===== src/rtl/ivr_pkg.sv =====
package ivr_pkg;
  localparam int unsigned WORDS_PER_VEC = 8;
  localparam int unsigned WORD_W        = 32;
  localparam int unsigned VEC_BYTES     = WORDS_PER_VEC * 4;
  localparam int unsigned ADDR_W        = 40;

  typedef enum logic [2:0] {
    RG_CTRL = 3'd0,
    RG_BASE = 3'd1,
    RG_WBLO = 3'd2,
    RG_WBHI = 3'd3,
    RG_RPTR = 3'd4,
    RG_WPTR = 3'd5
  } reg_sel_e;

  typedef enum logic [1:0] {
    SQ_IDLE  = 2'd0,
    SQ_WRITE = 2'd1,
    SQ_WB    = 2'd2
  } seq_state_e;
endpackage


===== src/rtl/ivr_regs.sv =====
module ivr_regs
  import ivr_pkg::*;
#(
  parameter int unsigned PTR_W = 20
) (
  input  logic                 clk,
  input  logic                 rst_n,
  input  logic                 reg_we,
  input  logic [2:0]           reg_addr,
  input  logic [31:0]          reg_wdata,
  output logic [31:0]          reg_rdata,
  input  logic                 db_we,
  input  logic [PTR_W-1:0]     db_wdata,
  input  logic [31:0]          wptr_word,
  output logic                 ring_en,
  output logic                 irq_en,
  output logic                 wb_en,
  output logic                 db_en,
  output logic [4:0]           size_l2,
  output logic [31:0]          base_hi,
  output logic [ADDR_W-1:0]    wb_addr,
  output logic [PTR_W-1:0]     rptr,
  output logic                 ovf_clr,
  output logic                 wptr_wr,
  output logic [PTR_W-1:0]     wptr_wval
);
  logic [29:0] wblo_q;
  logic [7:0]  wbhi_q;
  logic        sel_ctrl, sel_rptr;

  assign sel_ctrl  = reg_we && (reg_addr == RG_CTRL);
  assign sel_rptr  = reg_we && (reg_addr == RG_RPTR);
  assign ovf_clr   = sel_ctrl && reg_wdata[31];
  assign wptr_wr   = reg_we && (reg_addr == RG_WPTR);
  assign wptr_wval = {reg_wdata[PTR_W-1:5], 5'b00000};
  assign wb_addr   = {wbhi_q, wblo_q, 2'b00};

  always_ff @(posedge clk) begin
    if (!rst_n) begin
      ring_en <= 1'b0;
      irq_en  <= 1'b0;
      wb_en   <= 1'b0;
      db_en   <= 1'b0;
      size_l2 <= 5'd0;
      base_hi <= 32'd0;
      wblo_q  <= 30'd0;
      wbhi_q  <= 8'd0;
      rptr    <= '0;
    end else begin
      if (sel_ctrl) begin
        ring_en <= reg_wdata[0];
        irq_en  <= reg_wdata[1];
        wb_en   <= reg_wdata[2];
        db_en   <= reg_wdata[3];
        size_l2 <= reg_wdata[8:4];
      end
      if (reg_we && reg_addr == RG_BASE) base_hi <= reg_wdata;
      if (reg_we && reg_addr == RG_WBLO) wblo_q  <= reg_wdata[31:2];
      if (reg_we && reg_addr == RG_WBHI) wbhi_q  <= reg_wdata[7:0];
      if (sel_rptr)             rptr <= reg_wdata[PTR_W-1:0];
      else if (db_we && db_en)  rptr <= db_wdata;
    end
  end

  always_comb begin
    reg_rdata = 32'd0;
    case (reg_addr)
      RG_CTRL: reg_rdata = {23'd0, size_l2, db_en, wb_en, irq_en, ring_en};
      RG_BASE: reg_rdata = base_hi;
      RG_WBLO: reg_rdata = {wblo_q, 2'b00};
      RG_WBHI: reg_rdata = {24'd0, wbhi_q};
      RG_RPTR: reg_rdata = {{(32-PTR_W){1'b0}}, rptr};
      RG_WPTR: reg_rdata = wptr_word;
      default: reg_rdata = 32'd0;
    endcase
  end
endmodule


===== src/rtl/ivr_ptr.sv =====
module ivr_ptr #(
  parameter int unsigned PTR_W = 20
) (
  input  logic             clk,
  input  logic             rst_n,
  input  logic [PTR_W-1:0] mask,
  input  logic [PTR_W-1:0] rptr,
  input  logic             adv,
  input  logic             drop,
  input  logic             ovf_clr,
  input  logic             sw_wr,
  input  logic [PTR_W-1:0] sw_val,
  output logic [PTR_W-1:0] wptr,
  output logic             ovf,
  output logic             full
);
  function automatic logic [PTR_W-1:0] step_ptr(input logic [PTR_W-1:0] p,
                                                input logic [PTR_W-1:0] m);
    return (p + PTR_W'(32)) & m;
  endfunction

  assign full = (step_ptr(wptr, mask) == (rptr & mask));

  always_ff @(posedge clk) begin
    if (!rst_n) begin
      wptr <= '0;
      ovf  <= 1'b0;
    end else begin
      if (sw_wr)    wptr <= sw_val;
      else if (adv) wptr <= step_ptr(wptr, mask);
      if (drop)         ovf <= 1'b1;
      else if (ovf_clr) ovf <= 1'b0;
    end
  end
endmodule


===== src/rtl/ivr_seq.sv =====
module ivr_seq
  import ivr_pkg::*;
#(
  parameter int unsigned PTR_W = 20,
  localparam int unsigned VEC_W = WORDS_PER_VEC * WORD_W,
  localparam int unsigned IDX_W = $clog2(WORDS_PER_VEC)
) (
  input  logic              clk,
  input  logic              rst_n,
  input  logic              ring_en,
  input  logic              wb_en,
  input  logic              vec_valid,
  input  logic [VEC_W-1:0]  vec_data,
  output logic              vec_ready,
  input  logic              full,
  input  logic [PTR_W-1:0]  wptr,
  input  logic [31:0]       base_hi,
  input  logic [ADDR_W-1:0] wb_addr,
  input  logic [31:0]       wptr_word,
  output logic              mem_we,
  output logic [ADDR_W-1:0] mem_addr,
  output logic [31:0]       mem_wdata,
  output logic              accept,
  output logic              adv,
  output logic              drop,
  output logic              busy
);
  localparam logic [IDX_W-1:0] LAST = IDX_W'(WORDS_PER_VEC - 1);

  seq_state_e state_q;
  logic [IDX_W-1:0] idx_q;
  logic [WORDS_PER_VEC-1:0][WORD_W-1:0] vec_q;

  function automatic logic [ADDR_W-1:0] slot_addr(input logic [31:0] b,
                                                  input logic [PTR_W-1:0] p,
                                                  input logic [IDX_W-1:0] i);
    return {b, 8'h00} + ADDR_W'(p) + ADDR_W'({i, 2'b00});
  endfunction

  assign busy      = (state_q != SQ_IDLE);
  assign vec_ready = ring_en && (state_q == SQ_IDLE);
  assign accept    = vec_valid && vec_ready;
  assign drop      = accept && full;
  assign adv       = (state_q == SQ_WRITE) && (idx_q == LAST);

  always_ff @(posedge clk) begin
    if (!rst_n) begin
      state_q <= SQ_IDLE;
      idx_q   <= '0;
      vec_q   <= '0;
    end else begin
      case (state_q)
        SQ_IDLE: if (accept) begin
          if (full) begin
            state_q <= wb_en ? SQ_WB : SQ_IDLE;
          end else begin
            vec_q   <= vec_data;
            idx_q   <= '0;
            state_q <= SQ_WRITE;
          end
        end
        SQ_WRITE: begin
          idx_q <= idx_q + 1'b1;
          if (idx_q == LAST) state_q <= wb_en ? SQ_WB : SQ_IDLE;
        end
        SQ_WB:   state_q <= SQ_IDLE;
        default: state_q <= SQ_IDLE;
      endcase
    end
  end

  always_comb begin
    mem_we    = 1'b0;
    mem_addr  = '0;
    mem_wdata = '0;
    if (state_q == SQ_WRITE) begin
      mem_we    = 1'b1;
      mem_addr  = slot_addr(base_hi, wptr, idx_q);
      mem_wdata = vec_q[idx_q];
    end else if (state_q == SQ_WB) begin
      mem_we    = 1'b1;
      mem_addr  = wb_addr;
      mem_wdata = wptr_word;
    end
  end
endmodule


===== src/rtl/intvec_ring_writer.sv =====
module intvec_ring_writer
  import ivr_pkg::*;
#(
  parameter int unsigned PTR_W = 20,
  localparam int unsigned VEC_W = WORDS_PER_VEC * WORD_W
) (
  input  logic              clk,
  input  logic              rst_n,
  input  logic              vec_valid,
  output logic              vec_ready,
  input  logic [VEC_W-1:0]  vec_data,
  output logic              mem_we,
  output logic [ADDR_W-1:0] mem_addr,
  output logic [31:0]       mem_wdata,
  input  logic              reg_we,
  input  logic [2:0]        reg_addr,
  input  logic [31:0]       reg_wdata,
  output logic [31:0]       reg_rdata,
  input  logic              db_we,
  input  logic [PTR_W-1:0]  db_wdata,
  output logic              irq
);
  function automatic logic [PTR_W-1:0] ring_mask(input logic [4:0] l2);
    int unsigned l;
    l = l2;
    if (l < 3) l = 3;
    if (l > PTR_W - 2) l = PTR_W - 2;
    return PTR_W'((64'd1 << (l + 2)) - 64'd1);
  endfunction

  logic ring_en, irq_en, wb_en, db_en;
  logic [4:0] size_l2;
  logic [31:0] base_hi;
  logic [ADDR_W-1:0] wb_addr;
  logic [PTR_W-1:0] rptr_q, wptr_q, ring_msk, wptr_sw_val;
  logic ovf_flag, ovf_clr_evt, wptr_sw_wr, full;
  logic accept, wptr_adv, drop_evt, busy;
  logic [31:0] wptr_word;

  assign ring_msk  = ring_mask(size_l2);
  assign wptr_word = {{(32-PTR_W){1'b0}}, wptr_q[PTR_W-1:1], ovf_flag};
  assign irq       = ring_en && irq_en && (wptr_q != (rptr_q & ring_msk));

  ivr_regs #(.PTR_W(PTR_W)) u_regs (
    .clk(clk), .rst_n(rst_n), .reg_we(reg_we), .reg_addr(reg_addr),
    .reg_wdata(reg_wdata), .reg_rdata(reg_rdata), .db_we(db_we),
    .db_wdata(db_wdata), .wptr_word(wptr_word), .ring_en(ring_en),
    .irq_en(irq_en), .wb_en(wb_en), .db_en(db_en), .size_l2(size_l2),
    .base_hi(base_hi), .wb_addr(wb_addr), .rptr(rptr_q),
    .ovf_clr(ovf_clr_evt), .wptr_wr(wptr_sw_wr), .wptr_wval(wptr_sw_val)
  );

  ivr_ptr #(.PTR_W(PTR_W)) u_ptr (
    .clk(clk), .rst_n(rst_n), .mask(ring_msk), .rptr(rptr_q),
    .adv(wptr_adv), .drop(drop_evt), .ovf_clr(ovf_clr_evt),
    .sw_wr(wptr_sw_wr), .sw_val(wptr_sw_val), .wptr(wptr_q),
    .ovf(ovf_flag), .full(full)
  );

  ivr_seq #(.PTR_W(PTR_W)) u_seq (
    .clk(clk), .rst_n(rst_n), .ring_en(ring_en), .wb_en(wb_en),
    .vec_valid(vec_valid), .vec_data(vec_data), .vec_ready(vec_ready),
    .full(full), .wptr(wptr_q), .base_hi(base_hi), .wb_addr(wb_addr),
    .wptr_word(wptr_word), .mem_we(mem_we), .mem_addr(mem_addr),
    .mem_wdata(mem_wdata), .accept(accept), .adv(wptr_adv),
    .drop(drop_evt), .busy(busy)
  );
endmodule


===== config.mk =====
export PLATFORM = sky130hd
export DESIGN_NAME = intvec_ring_writer
export DESIGN_NICKNAME = d
export VERILOG_FILES = /design/src/rtl/ivr_pkg.sv /design/src/rtl/ivr_regs.sv /design/src/rtl/ivr_ptr.sv /design/src/rtl/ivr_seq.sv /design/src/rtl/intvec_ring_writer.sv
export SDC_FILE = /design/constraint.sdc
export NUM_CORES = 1
export LEC_CHECK = 0
export BUFFER_PORTS_ARGS = -buffer_cell sky130_fd_sc_hd__buf_2
export CORE_ASPECT_RATIO = 0.9
export CORE_UTILIZATION = 35
export CTS_BUF_LIST = sky130_fd_sc_hd__clkbuf_8 sky130_fd_sc_hd__clkbuf_16
export CTS_CLUSTER_DIAMETER = 80
export CTS_CLUSTER_SIZE = 10
export DETAILED_ROUTE_END_ITERATION = 10
export SLEW_MARGIN = 20
export SYNTH_ARGS = -nofsm -noshare
export SYNTH_HDL_FRONTEND = slang
export SYNTH_SLANG_ARGS = --single-unit

===== constraint.sdc =====
create_clock -name clk -period 4.9 [get_ports clk]
set_input_delay 0.735 -clock clk [delete_from_list [all_inputs] [get_ports clk]]
set_output_delay 0.735 -clock clk [all_outputs]
set_load 0.005 [all_outputs]

==> Implementation_results.wiki <==
{| class="wikitable"
! Metric !! Value
|-
| Post-Synthesis Cells || 2177
|-
| 1st-pass router iterations || 6
|-
| Global-route congestion overflow total || 0
|-
| Count of standard-cell rows || 84
|-
| Sum of negative setup slack || 0 ns
|-
| Number of nets with antenna violations after detailed routing || 0
|-
| DP Area || 23100 um2
|-
| Buf+Inv Stages, Crit Path || 3
|-
| Worst hold path depth || 3
|-
| Crit Path Max Fanout || 25
|-
| Final net count || 2844
|-
| Setup repair after global routing missed its margin || false
|-
| Number of gates given a new drive strength after cts || 0
|-
| Final count of negative-setup-slack endpoints || 0
|-
| Clock tree root buffer cell || sky130_fd_sc_hd__clkbuf_16
|-
| Startpoint type of the worst setup path || register
|-
| Final RePlAce weighted congestion || 0.942
|-
| Post-synthesis to final-layout area growth || 17.7%
|-
| EDFF count, synth || 0
|-
| Total CTS buffers || 45
|-
| Global-route wire length before repair || 109 mm
|-
| Final core area utilization || 41.7%
|-
| Total Die Area || 60300 um2
|-
| Antenna violations before repair || 24
|-
| TritonCTS clock tree || built
|-
| Hold_sp || vec_data[15]
|-
| Synth Area per Inst || 9.53 um2
|-
| Hold Crit Class || input pin to register
|-
| Number of global-route vias before repair || 17500
|-
| Cell count after placement || 3232
|-
| Die Span Y || 233 um
|-
| CP max stage delay || 0.63 ns
|-
| Final setup margin || 0.237 ns
|-
| Total number of H-tree levels || 2
|-
| Buffers on Ports || 422
|-
| Clock-pin slew reported for the worst setup and hold paths after clock tree synthesis || 0.06 ns
|-
| CP arrival || 3.93 ns
|-
| Source of the worst register-to-register timing path || u_ptr.wptr[5]$_SDFFE_PN0P_
|-
| Sequential fraction of the synthesis area || 36.8%
|-
| Destination of the worst hold path || u_seq.vec_q[15]$_SDFFE_PN0P_
|-
| Static Leakage || 0.0111 uW
|-
| Status || finished clean
|-
| Post-detailed-routing wire length || 73.5 mm
|-
| Latest clock arrival within the worst-skew pair || 0.60 ns
|-
| Flop and latch count out of synthesis || 381
|-
| Fraction of registers with async set or reset after synthesis || 0%
|-
| Maximum root-to-sink buffer count || 3
|-
| Worst relative slew slack || 38.2%
|-
| Most common cell after layout, fill and taps aside || sky130_fd_sc_hd__buf_2
|-
| Vias per std cell || 5.34
|-
| Synth warn || 0
|-
| Cell area after technology mapping || 20800 um2
|-
| Final Critical Period || 4.66 ns
|-
| Category of cells accounting for the largest share of critical-path delay || compound AO/OA/AOI/OAI gates
|-
| Crit path max-delay cell type || sky130_fd_sc_hd__dfxtp_4
|-
| Initial core utilization || 35.4%
|-
| Count of distinct cell types in the synthesized netlist || 69
|-
| DRC marker count from the first detailed-route iteration || 1391
|-
| Share of the clock period used by the worst path || 95.2%
|-
| Setup clock skew after layout || 0.0307 ns
|-
| Required arrival time at the worst endpoint || 4.16 ns
|-
| Reg-to-reg critical path endpoint || u_seq.vec_q[55]$_SDFFE_PN0P_
|-
| Total via count in the routed design || 17600
|-
| Worst setup slack for register-to-register paths || 1.11 ns
|-
| Core Box Area || 58500 um2
|-
| Count of hold-fix buffers inserted at cts || 0
|-
| Worst Max-Slew Pin Slew || 0.925 ns
|-
| Number of fill cells || 5800
|-
| Final instance area || 24400 um2
|-
| I/O pin cnt || 423
|-
| CP Cell Sequence || inv_1 > fa_1 > nor2b_1 > o211ai_1 > a2bb2oi_1 > a31oi_1 > a211oi_2 > buf_4 > o2111ai_1 > xor2_1 > o21ai_0 > buf_2
|-
| Ratio of cells with drive above 1 in the final layout || 24.3%
|-
| # clock sinks || 381
|-
| Final routed wire length divided by cell count || 22.3 um
|-
| Power density over the cells || 274 nW/um2
|-
| Gr usage total || 23.8%
|-
| Element type at the critical path end || output pin
|-
| Most frequent cells in the layout || 421 x sky130_fd_sc_hd__buf_2, 378 x sky130_fd_sc_hd__dfxtp_1, 302 x sky130_fd_sc_hd__mux2i_1
|-
| Worst slack at placement || 0.881 ns
|-
| Number of DRC violations after detailed routing || 0
|-
| Final number of hold-violating endpoints || 0
|-
| Final cell count without fillers || 3302
|-
| Worst voltage drop across the vdd grid || 0.000240 V
|-
| WS Path Type || register to output pin
|-
| Worst reg-to-reg path cell count || 10
|-
| Post-CTS Setup Repair Bufs || 0
|-
| Top flip-flop cell by instance count after synthesis || sky130_fd_sc_hd__dfxtp_1
|-
| Die width || 259 um
|-
| Maximum operating frequency || 0.214 GHz
|-
| Largest net degree at the start of global routing || 166
|-
| Max-slew violations || 0
|-
| Final HPWL from detailed placement || 54.5 mm
|-
| Max cap viols || 0
|}
logic make-up (layout without fill, tap and decap cells):
family                   count (synthesis)  after routing  share of synthesized area (%)
buffers and inverters                  203            539                           5.73
AO/OA/AOI/OAI                          350            350                           11.6
adder cells (fa/ha/maj)                 23             23                           1.42
XOR/XNOR                                83             83                           3.50
AND/OR/NAND/NOR                        758            758                           18.7
multiplexers                           378            378                           22.3
other                                    1             16                         0.0181
flip-flops                             381            381                           36.8
per-stage QoR:
step                hold WS, ns  power [uW]
global route              0.384        6930
finish                    0.390        6700
detailed placement        0.477        3720
CTS                       0.351        6790
floorplan                 0.452        3480
global placement          0.466        3710
routing by layer:
metal  routed length, um  vias to the layer above  GRT usage (%)
met3                6120                      171           6.34
met2               34900                      724           40.3
met1               29500                     8415           28.7
li1                    -                     8303              -
met4                2790                       26           9.49
met5                 170                        -              0
cell usage after synthesis (6+ instances only):
cell | number | area (um2)
sky130_fd_sc_hd__a31oi_1 | 12 | 75.1
sky130_fd_sc_hd__mux2_2 | 10 | 113
sky130_fd_sc_hd__and2_1 | 10 | 62.6
sky130_fd_sc_hd__buf_2 | 10 | 50.1
sky130_fd_sc_hd__nand2_1 | 273 | 1020
sky130_fd_sc_hd__nor3_1 | 12 | 60.1
sky130_fd_sc_hd__nor2_1 | 51 | 191
sky130_fd_sc_hd__a22oi_1 | 37 | 278
sky130_fd_sc_hd__ha_1 | 22 | 275
sky130_fd_sc_hd__a21oi_1 | 23 | 115
sky130_fd_sc_hd__mux2i_1 | 302 | 3020
sky130_fd_sc_hd__o22ai_1 | 27 | 169
sky130_fd_sc_hd__a21boi_0 | 79 | 593
sky130_fd_sc_hd__buf_12 | 20 | 400
sky130_fd_sc_hd__o21ai_0 | 93 | 465
sky130_fd_sc_hd__o311ai_0 | 6 | 52.6
sky130_fd_sc_hd__o211a_1 | 26 | 260
sky130_fd_sc_hd__and3_1 | 9 | 56.3
sky130_fd_sc_hd__xnor2_1 | 42 | 368
sky130_fd_sc_hd__clkbuf_1 | 119 | 447
sky130_fd_sc_hd__nand2b_1 | 9 | 56.3
sky130_fd_sc_hd__xor2_1 | 41 | 359
sky130_fd_sc_hd__nand3_1 | 89 | 445
sky130_fd_sc_hd__a21o_1 | 8 | 60.1
sky130_fd_sc_hd__nor2b_1 | 272 | 1700
sky130_fd_sc_hd__o211ai_1 | 6 | 45.0
sky130_fd_sc_hd__inv_1 | 21 | 78.8
sky130_fd_sc_hd__dfxtp_1 | 381 | 7630
sky130_fd_sc_hd__buf_1 | 17 | 63.8
sky130_fd_sc_hd__buf_4 | 10 | 75.1
sky130_fd_sc_hd__mux4_2 | 66 | 1490
worst min-delay path, delay by kind of cell:
family                 cells  cell delay [ns]
and+or+nand+nor            1             0.09
buffers and inverters      1             0.08
muxes                      1             0.05
power breakdown:
part	total [uW]	switching, uW	internal [uW]
combinational	483	256	227
clock	3040	1330	1700
sequential	3180	50.5	3130
total	6700	1640	5060
cell type report:
type | count | area, um2 | share of cell area, %
Antenna cell | 14 | 35.0 | 0.143
Clock buffer | 48 | 1180 | 4.83
Clock inverter | 8 | 82.6 | 0.338
Inverter | 21 | 78.8 | 0.323
Multi-Input combinational cell | 1594 | 12000 | 49.0
Sequential cell | 381 | 7640 | 31.3
Tap cell | 774 | 968 | 3.97
Timing Repair Buffer | 462 | 2480 | 10.2
state kept, by name, indices dropped and copies added, names as in the netlist:
register / flops
u_ptr.wptr: 20
u_seq.vec_q: 256
u_ptr.ovf: 1
u_regs.irq_en: 1
u_regs.ring_en: 1
u_seq.state_q: 2
u_regs.wbhi_q: 8
u_regs.wblo_q: 30
u_regs.base_hi: 32
u_regs.db_en: 1
u_seq.idx_q: 3
u_regs.wb_en: 1
u_regs.size_l2: 5
u_regs.rptr: 20
worst max-delay path by stage:
stage | startpoint | to | depth (start not counted)
CTS | u_seq.idx_q[1]$_SDFFE_PN0P_ | mem_addr[32] | 12
detailed placement | u_seq.idx_q[1]$_SDFFE_PN0P_ | mem_addr[32] | 12
global placement | u_seq.idx_q[1]$_SDFFE_PN0P_ | mem_addr[32] | 12
global route | u_seq.idx_q[1]$_SDFFE_PN0P_ | mem_addr[26] | 12
floorplan | u_seq.idx_q[1]$_SDFFE_PN0P_ | mem_addr[26] | 12
finish | u_seq.idx_q[1]$_SDFFE_PN0P_ | mem_addr[32] | 12
(Power assumes the default switching activity.)
